File: src/rtl/evtmr_pkg.sv
package evtmr_pkg;
  localparam int CFG_EN     = 0;
  localparam int CFG_PER    = 1;
  localparam int CFG_SETV   = 2;
  localparam int CFG_M32    = 3;
  localparam int CFG_LVL    = 4;
  localparam int CFG_MSG    = 5;
  localparam int CFG_MSGCAP = 6;
  localparam int CFG_PERCAP = 7;
  localparam int CFG_RT_LSB = 8;
  localparam int CFG_RT_W   = 5;

  localparam logic [11:0] A_ID   = 12'h000;
  localparam logic [11:0] A_GCFG = 12'h010;
  localparam logic [11:0] A_STAT = 12'h020;
  localparam logic [11:0] A_CNTL = 12'h0F0;
  localparam logic [11:0] A_CNTH = 12'h0F4;

  localparam logic [3:0] CH_PAGE = 4'h1;
  localparam logic [4:0] O_CFG  = 5'h00;
  localparam logic [4:0] O_CMPL = 5'h08;
  localparam logic [4:0] O_CMPH = 5'h0C;
  localparam logic [4:0] O_MDAT = 5'h10;
  localparam logic [4:0] O_MADR = 5'h14;

  typedef enum logic [1:0] {SV_IDLE, SV_CMP, SV_PER} sv_e;
endpackage

File: src/rtl/evtmr_counter.sv
module evtmr_counter #(
  parameter int CW = 64
) (
  input  logic          clk,
  input  logic          rst,
  input  logic          run,
  input  logic          wr_lo,
  input  logic          wr_hi,
  input  logic [31:0]   wdata,
  output logic [CW-1:0] cnt
);
  always_ff @(posedge clk) begin
    if (rst) cnt <= '0;
    else if (wr_lo && !run) cnt[31:0] <= wdata;
    else if (wr_hi && !run) cnt[CW-1:32] <= wdata[CW-33:0];
    else if (run) cnt <= cnt + 1'b1;
  end

  // one step per clock while running
  p_count_step_r2: assert property (@(posedge clk) disable iff (rst)
    run |=> cnt == $past(cnt) + 1'b1);
  // no change while stopped and not written
  p_hold_stopped_r3: assert property (@(posedge clk) disable iff (rst)
    (!run && !wr_lo && !wr_hi) |=> $stable(cnt));
endmodule

File: src/rtl/evtmr_channel.sv
module evtmr_channel import evtmr_pkg::*; #(
  parameter bit PER_OK = 1'b1,
  parameter bit MSG_OK = 1'b1
) (
  input  logic                clk,
  input  logic                rst,
  input  logic                run,
  input  logic [63:0]         cnt,
  input  logic                wr_cfg,
  input  logic                wr_cmp_lo,
  input  logic                wr_cmp_hi,
  input  logic                wr_mdat,
  input  logic                wr_madr,
  input  logic [31:0]         wdata,
  input  logic                stat_clr,
  output logic [31:0]         cfg_word,
  output logic [63:0]         cmp_val,
  output logic [31:0]         mdat,
  output logic [31:0]         madr,
  output logic                fire,
  output logic                en,
  output logic                lvl,
  output logic                msg,
  output logic                stat,
  output logic [CFG_RT_W-1:0] route
);
  logic        per, m32;
  logic [63:0] period;
  sv_e         stage;

  always_comb begin
    fire = run && en && (m32 ? (cnt[31:0] == cmp_val[31:0]) : (cnt == cmp_val));
    cfg_word = '0;
    cfg_word[CFG_EN]     = en;
    cfg_word[CFG_PER]    = per;
    cfg_word[CFG_M32]    = m32;
    cfg_word[CFG_LVL]    = lvl;
    cfg_word[CFG_MSG]    = msg;
    cfg_word[CFG_MSGCAP] = MSG_OK;
    cfg_word[CFG_PERCAP] = PER_OK;
    cfg_word[CFG_RT_LSB +: CFG_RT_W] = route;
  end

  always_ff @(posedge clk) begin
    if (rst) begin
      en <= 1'b0; per <= 1'b0; m32 <= 1'b0; lvl <= 1'b0; msg <= 1'b0;
      route <= '0; cmp_val <= '0; period <= '0; mdat <= '0; madr <= '0;
      stage <= SV_IDLE; stat <= 1'b0;
    end else begin
      if (wr_cfg) begin
        en    <= wdata[CFG_EN];
        per   <= wdata[CFG_PER] & PER_OK;
        m32   <= wdata[CFG_M32];
        lvl   <= wdata[CFG_LVL];
        msg   <= wdata[CFG_MSG] & MSG_OK;
        route <= wdata[CFG_RT_LSB +: CFG_RT_W];
        if (wdata[CFG_SETV] && wdata[CFG_PER] && PER_OK) stage <= SV_CMP;
      end
      if (wr_cmp_lo) begin
        if (stage == SV_PER) begin
          period[31:0] <= wdata;
          stage <= SV_IDLE;
        end else begin
          cmp_val[31:0] <= wdata;
          if (stage == SV_CMP) stage <= SV_PER;
        end
      end else if (wr_cmp_hi) begin
        if (stage == SV_PER) period[63:32] <= wdata;
        else cmp_val[63:32] <= wdata;
      end else if (fire && per) begin
        cmp_val <= cmp_val + period;
      end
      if (wr_mdat) mdat <= wdata;
      if (wr_madr) madr <= wdata;
      if (fire && lvl) stat <= 1'b1;
      else if (stat_clr) stat <= 1'b0;
    end
  end

  // one-shot match leaves the comparator alone
  p_oneshot_keep_r5: assert property (@(posedge clk) disable iff (rst)
    (fire && !per && !wr_cmp_lo && !wr_cmp_hi) |=> $stable(cmp_val));
  // periodic match advances by the period
  p_period_add_r6: assert property (@(posedge clk) disable iff (rst)
    (fire && per && !wr_cmp_lo && !wr_cmp_hi) |=> cmp_val == $past(cmp_val) + $past(period));
  // level match latches status
  p_status_set_r9: assert property (@(posedge clk) disable iff (rst)
    (fire && lvl) |=> stat);
endmodule

File: src/rtl/evtmr_router.sv
module evtmr_router import evtmr_pkg::*; #(
  parameter int NCH       = 3,
  parameter int NLINES    = 24,
  parameter int TICK_LINE = 0,
  parameter int RTC_LINE  = 8
) (
  input  logic                          clk,
  input  logic                          rst,
  input  logic                          legacy,
  input  logic [NCH-1:0]                fire,
  input  logic [NCH-1:0]                en,
  input  logic [NCH-1:0]                lvl,
  input  logic [NCH-1:0]                msg,
  input  logic [NCH-1:0]                stat,
  input  logic [NCH-1:0][CFG_RT_W-1:0]  route,
  input  logic [NCH-1:0][31:0]          mdat,
  input  logic [NCH-1:0][31:0]          madr,
  output logic [NLINES-1:0]             irq_lines,
  output logic                          msg_valid,
  output logic [31:0]                   msg_addr,
  output logic [31:0]                   msg_data
);
  logic [NLINES-1:0]   lines_d;
  logic                mv_d, leg;
  logic [31:0]         ma_d, md_d;
  logic [CFG_RT_W-1:0] idx;

  always_comb begin
    lines_d = '0; mv_d = 1'b0; ma_d = '0; md_d = '0; leg = 1'b0; idx = '0;
    for (int c = NCH - 1; c >= 0; c--) begin
      leg = legacy && (c < 2);
      if (leg) idx = (c == 0) ? CFG_RT_W'(TICK_LINE) : CFG_RT_W'(RTC_LINE);
      else idx = route[c];
      if (msg[c] && !leg) begin
        if (fire[c]) begin
          mv_d = 1'b1; ma_d = madr[c]; md_d = mdat[c];
        end
      end else if ((fire[c] || (lvl[c] && stat[c] && en[c])) && (int'(idx) < NLINES)) begin
        lines_d[idx] = 1'b1;
      end
    end
  end

  always_ff @(posedge clk) begin
    if (rst) begin
      irq_lines <= '0; msg_valid <= 1'b0; msg_addr <= '0; msg_data <= '0;
    end else begin
      irq_lines <= lines_d; msg_valid <= mv_d; msg_addr <= ma_d; msg_data <= md_d;
    end
  end

  // legacy routing puts channel 0 on the tick line
  p_legacy_tick_r10: assert property (@(posedge clk) disable iff (rst)
    (legacy && fire[0]) |=> irq_lines[TICK_LINE]);
  // a delivered message always carries a strobe of one cycle
  p_msg_single_r11: assert property (@(posedge clk) disable iff (rst)
    (msg_valid && !(|(fire & msg))) |=> !msg_valid);
endmodule

File: src/rtl/event_timer.sv
module event_timer import evtmr_pkg::*; #(
  parameter int         NCH       = 3,
  parameter int         NLINES    = 24,
  parameter int         TICK_LINE = 0,
  parameter int         RTC_LINE  = 8,
  parameter logic [7:0] PER_CAP   = 8'h05,
  parameter logic [7:0] MSG_CAP   = 8'hFF,
  parameter bit         LEG_CAP   = 1'b1
) (
  input  logic              clk,
  input  logic              rst,
  input  logic              wr_en,
  input  logic              rd_en,
  input  logic [11:0]       addr,
  input  logic [31:0]       wdata,
  output logic [31:0]       rdata,
  output logic [NLINES-1:0] irq_lines,
  output logic              msg_valid,
  output logic [31:0]       msg_addr,
  output logic [31:0]       msg_data
);
  localparam int SEL_W = 3;

  logic                         genable, legacy;
  logic [63:0]                  cnt;
  logic                         in_ch;
  logic [SEL_W-1:0]             ch_sel;
  logic [4:0]                   ch_off;
  logic [NCH-1:0][31:0]         ch_cfg, ch_mdat, ch_madr;
  logic [NCH-1:0][63:0]         ch_cmp;
  logic [NCH-1:0]               ch_fire, ch_en, ch_lvl, ch_msg, ch_stat;
  logic [NCH-1:0][CFG_RT_W-1:0] ch_rt;
  logic [31:0]                  rd_d;

  assign in_ch  = (addr[11:8] == CH_PAGE);
  assign ch_sel = addr[7:5];
  assign ch_off = addr[4:0];

  always_ff @(posedge clk) begin
    if (rst) begin
      genable <= 1'b0; legacy <= 1'b0; rdata <= '0;
    end else begin
      if (wr_en && addr == A_GCFG) begin
        genable <= wdata[0];
        legacy  <= wdata[1] & LEG_CAP;
      end
      if (rd_en) rdata <= rd_d;
    end
  end

  evtmr_counter #(.CW(64)) u_cnt (
    .clk(clk), .rst(rst), .run(genable),
    .wr_lo(wr_en && addr == A_CNTL), .wr_hi(wr_en && addr == A_CNTH),
    .wdata(wdata), .cnt(cnt)
  );

  for (genvar g = 0; g < NCH; g++) begin : g_ch
    logic hit_page;
    assign hit_page = wr_en && in_ch && (ch_sel == SEL_W'(g));
    evtmr_channel #(.PER_OK(PER_CAP[g]), .MSG_OK(MSG_CAP[g])) u_ch (
      .clk(clk), .rst(rst), .run(genable), .cnt(cnt),
      .wr_cfg(hit_page && ch_off == O_CFG),
      .wr_cmp_lo(hit_page && ch_off == O_CMPL),
      .wr_cmp_hi(hit_page && ch_off == O_CMPH),
      .wr_mdat(hit_page && ch_off == O_MDAT),
      .wr_madr(hit_page && ch_off == O_MADR),
      .wdata(wdata),
      .stat_clr(wr_en && addr == A_STAT && wdata[g]),
      .cfg_word(ch_cfg[g]), .cmp_val(ch_cmp[g]), .mdat(ch_mdat[g]), .madr(ch_madr[g]),
      .fire(ch_fire[g]), .en(ch_en[g]), .lvl(ch_lvl[g]), .msg(ch_msg[g]),
      .stat(ch_stat[g]), .route(ch_rt[g])
    );
  end

  always_comb begin
    rd_d = '0;
    case (addr)
      A_ID:    rd_d = 32'(NCH - 1) | (LEG_CAP ? 32'h100 : 32'h0);
      A_GCFG:  rd_d = {30'd0, legacy, genable};
      A_STAT:  rd_d = 32'(ch_stat);
      A_CNTL:  rd_d = cnt[31:0];
      A_CNTH:  rd_d = cnt[63:32];
      default: begin
        if (in_ch && int'(ch_sel) < NCH) begin
          case (ch_off)
            O_CFG:   rd_d = ch_cfg[ch_sel];
            O_CMPL:  rd_d = ch_cmp[ch_sel][31:0];
            O_CMPH:  rd_d = ch_cmp[ch_sel][63:32];
            O_MDAT:  rd_d = ch_mdat[ch_sel];
            O_MADR:  rd_d = ch_madr[ch_sel];
            default: rd_d = '0;
          endcase
        end
      end
    endcase
  end

  evtmr_router #(.NCH(NCH), .NLINES(NLINES), .TICK_LINE(TICK_LINE), .RTC_LINE(RTC_LINE)) u_rt (
    .clk(clk), .rst(rst), .legacy(legacy),
    .fire(ch_fire), .en(ch_en), .lvl(ch_lvl), .msg(ch_msg), .stat(ch_stat),
    .route(ch_rt), .mdat(ch_mdat), .madr(ch_madr),
    .irq_lines(irq_lines), .msg_valid(msg_valid), .msg_addr(msg_addr), .msg_data(msg_data)
  );

  // a disabled channel never fires
  p_disabled_quiet_r12: assert property (@(posedge clk) disable iff (rst)
    !genable |-> !(|ch_fire));
endmodule

File: config.mk
export PLATFORM = sky130hd
export DESIGN_NAME = event_timer
export DESIGN_NICKNAME = d
export VERILOG_FILES = /design/src/rtl/evtmr_pkg.sv /design/src/rtl/evtmr_counter.sv /design/src/rtl/evtmr_channel.sv /design/src/rtl/evtmr_router.sv /design/src/rtl/event_timer.sv
export SDC_FILE = /design/constraint.sdc
export NUM_CORES = 2
export LEC_CHECK = 0
export BUFFER_PORTS_ARGS = -buffer_cell sky130_fd_sc_hd__buf_2
export CAP_MARGIN = 20
export CORE_MARGIN = 2
export CORE_UTILIZATION = 45
export DETAILED_ROUTE_END_ITERATION = 6
export SLEW_MARGIN = 25
export SYNTH_ARGS = -nofsm -noshare
export SYNTH_HDL_FRONTEND = slang
export SYNTH_SLANG_ARGS = --single-unit
File: constraint.sdc
create_clock -name clk -period 7.95 [get_ports clk]
set_input_delay 0.3975 -clock clk [delete_from_list [all_inputs] [get_ports clk]]
set_output_delay 0.3975 -clock clk [all_outputs]
set_load 0.005 [all_outputs]
# Word level (Yosys, flattened, before mapping)
# Index checks and enable logic that the tools add are counted.
[word_totals]
register_bits = 737
in_bits = 48
[classes]
add_sub_neg = 3
n_lt_le_gt_ge = 11
eq_ne = 33
muxes = 81
bitwise = 6
n_reduce_logical = 86
[op_table]
columns = ["operator", "count"]
rows = [
  ["32-bit 2-to-1 mux", 30],
  ["32-bit case mux with 5 select lines", 2],
  ["64-bit 2-to-1 mux", 4],
  ["32-bit binary-select mux with 2-bit select", 3],
  ["64-bit == test", 3],
  ["24-bit 2-to-1 mux", 6],
  ["64-bit adder", 2],
  ["64-bit binary-select mux with 2-bit select", 1],
  ["32-bit == test", 3],
  ["64-bit by 1-bit adder with 64-bit output (second input constant)", 1],
  ["1-bit logical AND", 55],
  ["24-bit bitwise OR", 2],
  ["12-bit by 8-bit == test with 1-bit output (second input constant)", 2],
  ["2-bit 2-to-1 mux", 12],
  ["3-bit AND reduction", 8],
  ["2-bit nonzero test", 10],
  ["5-bit by 6-bit less-than comparator with 1-bit output (second input constant)", 3],
  ["1-bit 2-to-1 mux", 18],
  ["1-bit demux with 5-bit select", 3],
  ["5-bit by 1-bit greater-or-equal comparator with 1-bit output (second input constant)", 3],
  ["5-bit less-than comparator (second input constant)", 3],
  ["12-bit by 5-bit == test with 1-bit output (second input constant)", 1],
  ["12-bit by 6-bit == test with 1-bit output (second input constant)", 1],
  ["12-bit logical NOT", 1],
  ["other kinds (18)", 43],
]

# Logic depth before layout (Yosys ltp)
[depth]
depth_word = 13
depth_mapped = 13
depth_no_buf = 13

# Cells and area by module
# A second synthesis with hierarchy kept.
[hier_totals]
hier_cells = 5851
area_unflattened_um2 = 46515.9
[modules_own_cells]
columns = ["module", "n_inst", "cells_each", "area_each_um2", "seq_area_each_um2"]
rows = [
  ["evtmr_channel at g_ch[0].u_ch", 1, 1634, 12766.0, 4103.9],
  ["evtmr_channel at g_ch[2].u_ch", 1, 1579, 12475.7, 4103.9],
  ["event_timer", 1, 867, 6812.8, 680.7],
  ["evtmr_channel at g_ch[1].u_ch", 1, 658, 5839.4, 2782.7],
  ["evtmr_counter", 1, 607, 4370.4, 1281.2],
  ["evtmr_router", 1, 506, 4251.6, 1781.7],
]

# Worst setup path after synthesis
# Ideal clock, no wire load.
[synth_path]
kind = "reg-to-reg"
startpoint = "register g_ch[2].u_ch.cmp_val[0]"
endpoint = "register g_ch[2].u_ch.cmp_val[62]"
setup_ns = 0.131
arrival_ns = 3.126
t_required_ns = 7.819
path_slack_ns = 4.693
stages_incl_launch_ff = 14
n_path_buf = 0
synth_period_minus_slack_ns = 3.257
cell_sequence = "dfxtp_1 -> ha_1 -> inv_1 -> fa_1 -> nor2b_1 -> o2111ai_1 -> a2111o_1 -> a31oi_1 -> nand3_1 -> o21ai_0 -> a31oi_1 -> o31ai_1 -> xnor2_1 -> o22ai_1"
[synth_between]
elab_chain_len = 6
[synth_lines]
columns = ["element", "line_no", "source"]
rows = [
  ["start, declared", "evtmr_channel.sv:17", "output logic [63:0] cmp_val,"],
  ["start signal, assigned", "evtmr_channel.sv:64", "cmp_val[31:0] <= wdata;"],
  ["start signal, assigned", "evtmr_channel.sv:71", "cmp_val <= cmp_val + period;"],
  ["parallel branches: the longest is 6 deep, another holds 64-bit adder", "n/a", ""],
]
# Several ways; the timed one is not identified. The select of a mux whose other input is x is not followed.
# A chain may end at the register's enable or synchronous reset.

# Worst setup path in the final report
[layout_path]
startpoint = "register u_cnt.cnt[8]"
endpoint = "register u_rt.msg_data[28]"
[layout_between]
elab_chain_len = 9
[layout_lines]
columns = ["element", "line_no", "source"]
rows = [
  ["start, declared", "evtmr_counter.sv:10", "output logic [CW-1:0] cnt"],
  ["start signal, assigned", "evtmr_counter.sv:14", "else if (wr_lo && !run) cnt[31:0] <= wdata;"],
  ["start signal, assigned by index", "evtmr_counter.sv:15", "else if (wr_hi && !run) cnt[CW-1:32] <= wdata[CW-33:0];"],
  ["start signal, assigned", "evtmr_counter.sv:16", "else if (run) cnt <= cnt + 1'b1;"],
  ["64-bit == test or 32-bit == test (tied branches)", "evtmr_channel.sv:32", "fire = run && en && (m32 ? (cnt[31:0] == cmp_val[31:0]) : (cnt == cmp_val));"],
  ["1-bit 2-to-1 mux", "evtmr_channel.sv:32", ""],
  ["1-bit logical AND", "evtmr_channel.sv:32", ""],
  ["32-bit 2-to-1 mux", "evtmr_router.sv:35", "if (fire[c]) begin"],
  ["32-bit 2-to-1 mux", "evtmr_router.sv:34", "if (msg[c] && !leg) begin"],
  ["32-bit 2-to-1 mux", "evtmr_router.sv:35", ""],
  ["32-bit 2-to-1 mux", "evtmr_router.sv:34", ""],
  ["32-bit 2-to-1 mux", "evtmr_router.sv:35", ""],
  ["32-bit 2-to-1 mux *", "evtmr_router.sv:34", ""],
  ["end signal, assigned", "evtmr_router.sv:48", "irq_lines <= lines_d; msg_valid <= mv_d; msg_addr <= ma_d; msg_data <= md_d;"],
  ["end, declared", "evtmr_router.sv:21", "output logic [31:0] msg_data"],
]
# Every way passes the cells marked *; elsewhere a longest branch is shown, timed or not.

==> impl_metrics.toml <==
[global_routing]
antenna_found_initial = 11
grt_pass1_wl_um = 268000
grt_max_degree = 216
grt_pass1_vias = 40000
grt_use_total = 0.357
overflow = 0

[logic_synthesis]
ys_ff_latch = 736
synth_top_area_cell = "dfxtp_1"
synth_top_area_frac = 0.338
syn_avg_cell_area_um2 = 7.37
async_reset_ff_frac = 0
yosysUniqueCellTypes = 81
synth_nets = 6089
synth_edf_count = 0
ys_warn_count = 0
syn_area_mm2 = 0.0435
postSynthCellCount = 5912
ys_seq_area_frac = 0.338
synthTopCellsByArea = "dfxtp_1 (34%), nand2_1 (11%), a21oi_1 (9.0%)"
synth_ff_type = "dfxtp_1"

[floorplanning]
die_area_mm2 = 0.0993
num_rows = 114
die_w_um = 315
initial_core_util = 0.452
core_area_mm2 = 0.0963
fp.dieH_um = 315
ios = 169

[sta]
whs_ns = 0.176
hold_violations = 0
slew_viol_final = 0
worst_pin_slew_ns = 1.22
rsz0062_at_grt = "false"
relSlewSlack = 0.190
finClkSkew_ns = 0.0357
max_freq_mhz = 201
setup_tns_ns = 0
finalSetupViolCount = 0
fin_crit_sh = 0.627
finalCriticalPeriod_ns = 4.99

[layout]
syn_to_final_growth_pct = 9.48
design_area_mm2 = 0.0477
drive_above_1_share = 0.0791
fillers = 9549
fin_nets = 5898
fin_cells = 7064
final_cell_mix = "nand2_1 (1,246), a21oi_1 (778), dfxtp_1 (735)"
final_common_cell = "nand2_1"

[setup_path]
path_max_fanout = 66
start_kind = "flip-flop"
max_stage_delay_ns = 0.71
cp.arrival_ns = 5.50
cp_common_cell = "buf_4"
worstPathCellList = "xor2_1, nor4_1, nand4_1, or4_1, nor3_1, and3b_2, buf_4, nor2_4, buf_4, a22o_1, mux2i_1, nor2_1"
cp_data_required_time_ns = 8.46
crit_type = "flip-flop to flip-flop"
crit_slowest_cell = "buf_4"
end_kind = "flip-flop"

[pwr]
p_leak_nw = 17.4
power.density_mw_per_mm2 = 173
peakVddDrop_uv = 168

[worst_hold_path]
hp-class = "input pin to flip-flop"

[routing]
first_pass_iters = 6
viasPerCell = 6.22
via_count = 43900
drt-total-wl_um = 184000
drtAntennaViolNets = 0
first_iter_violations = 5217
wl_per_cell_um = 26.0
drc_errors = 0

[clocking]
clkLatencyLatePin_ns = 0.70
htreeDepth = 3
cts_hold_buf = 0
clkTransAtPathRegs_ns = 0.06
cts_resized = 0
cts_setup_buffers = 0
cts_sinks = 736
numCtsBuffers = 86
cts-root-buf = "clkbuf_16"
cts_buffer_depth = 3
cts_tree = "built"

[job]
drv_cap = 0

[place]
dp.cells = 6909
io_buffers = 168
dp_hpwl_um = 127000
post_dp_cell_area_mm2 = 0.0447
gp_congestion = 1.04

[run_status]
status = "finished clean"
==> state kept, by name, indices dropped and copies added (netlist names), 2 cells and up <==
signal / flops
g_ch.u_ch.stat: 3
u_rt.msg_data: 32
g_ch.u_ch.per: 2
g_ch.u_ch.msg: 3
g_ch.u_ch.period: 128
g_ch.u_ch.m32: 3
g_ch.u_ch.stage: 5
u_rt.irq_lines: 24
u_rt.msg_addr: 32
g_ch.u_ch.mdat: 96
g_ch.u_ch.lvl: 3
g_ch.u_ch.madr: 96
rdata: 32
g_ch.u_ch.route: 15
g_ch.u_ch.cmp_val: 192
u_cnt.cnt: 64
g_ch.u_ch.en: 3
==> synth_stat cells (19+ instances only) <==
master	n
a31oi_1	58
xor2_1	103
mux2i_1	247
a21o_1	56
a311oi_1	47
or3_1	24
o21bai_1	38
and2_1	22
nand2_1	1252
inv_1	51
o211ai_1	28
ha_1	127
o21a_1	19
nand4_1	77
buf_1	27
o22ai_1	37
nor2b_1	40
o21ai_0	246
and3_1	53
a211oi_1	75
xnor2_1	190
a22o_1	64
clkbuf_1	461
nor2_1	504
nand3_1	77
nor4_1	54
nor3_1	104
nand2b_1	25
dfxtp_1	736
a21oi_1	780
a22oi_1	64
==> cell type report <==
| class | instances | area, um^2 | share of cell area |
|---|---|---|---|
| multi-input combinational | 4606 | 26700 | 0.561 |
| sequential | 736 | 14700 | 0.309 |
| clock buffer | 121 | 2510 | 0.0527 |
| tap | 1276 | 1600 | 0.0335 |
| timing repair buffer | 240 | 1440 | 0.0302 |
| clock inverter | 33 | 452 | 0.00947 |
| inverter | 51 | 191 | 0.00402 |
| antenna | 1 | 2.50 | 0.0000525 |
==> stage by stage <==
stage          power, mW  worst slack, ns  utilization
3_5_place_dp        4.11             3.19        0.464
4_1_cts             8.27             3.16        0.495
2_1_floorplan       3.95             4.69            -
5_1_grt             8.42             2.77        0.495
3_3_place_gp        4.11             3.29        0.464
6_report            8.26             2.96        0.495
==> critical path, delay by kind of cell, from the launching register on <==
kind	cells	cell delay, ns
and+or+nand+nor	7	2.43
buffers and inverters	2	1.14
DFF	1	0.54
AOI/OAI and AO/OA	1	0.28
xor gates and xnor gates	1	0.21
muxes	1	0.13
==> logic make-up after synthesis <==
family | synth area share
and+or+nand+nor | 0.227
xor gates and xnor gates | 0.0589
buffers and inverters | 0.0519
AOI/OAI and AO/OA | 0.229
DFF | 0.338
adders and majority gates | 0.0374
muxes | 0.0578
==> final timing paths <==
kind | startpoint | endpoint | slack (ns) | depth (start not counted)
hold reg to reg | g_ch[2].u_ch.period[20] | g_ch[2].u_ch.period[20] | 0.46 | 2
setup reg to reg | u_cnt.cnt[8] | u_rt.msg_data[28] | 2.96 | 12
hold / removal | wr_en | genable | 0.18 | 3
setup / recovery | u_cnt.cnt[8] | u_rt.msg_data[28] | 2.96 | 12
==> metal layers <==
layer | global-route usage | share of wire | vias to the layer above
li1 | - | - | 20300
met1 | 0.473 | 0.41 | 21000
met2 | 0.551 | 0.44 | 2212
met3 | 0.0769 | 0.098 | 452
met4 | 0.166 | 0.053 | 8
met5 | 0 | 0.00029 | -
==> power by group <==
group | total, mW | internal (mW) | switching (mW) | leakage [nW]
registers | 3.70 | 3.70 | 0.00804 | 5.93
logic | 0.335 | 0.0567 | 0.279 | 10.0
clock network | 4.22 | 2.47 | 1.75 | 1.45
total | 8.26 | 6.22 | 2.03 | 17.4
Note: power is estimated with default switching activity, not from simulation.
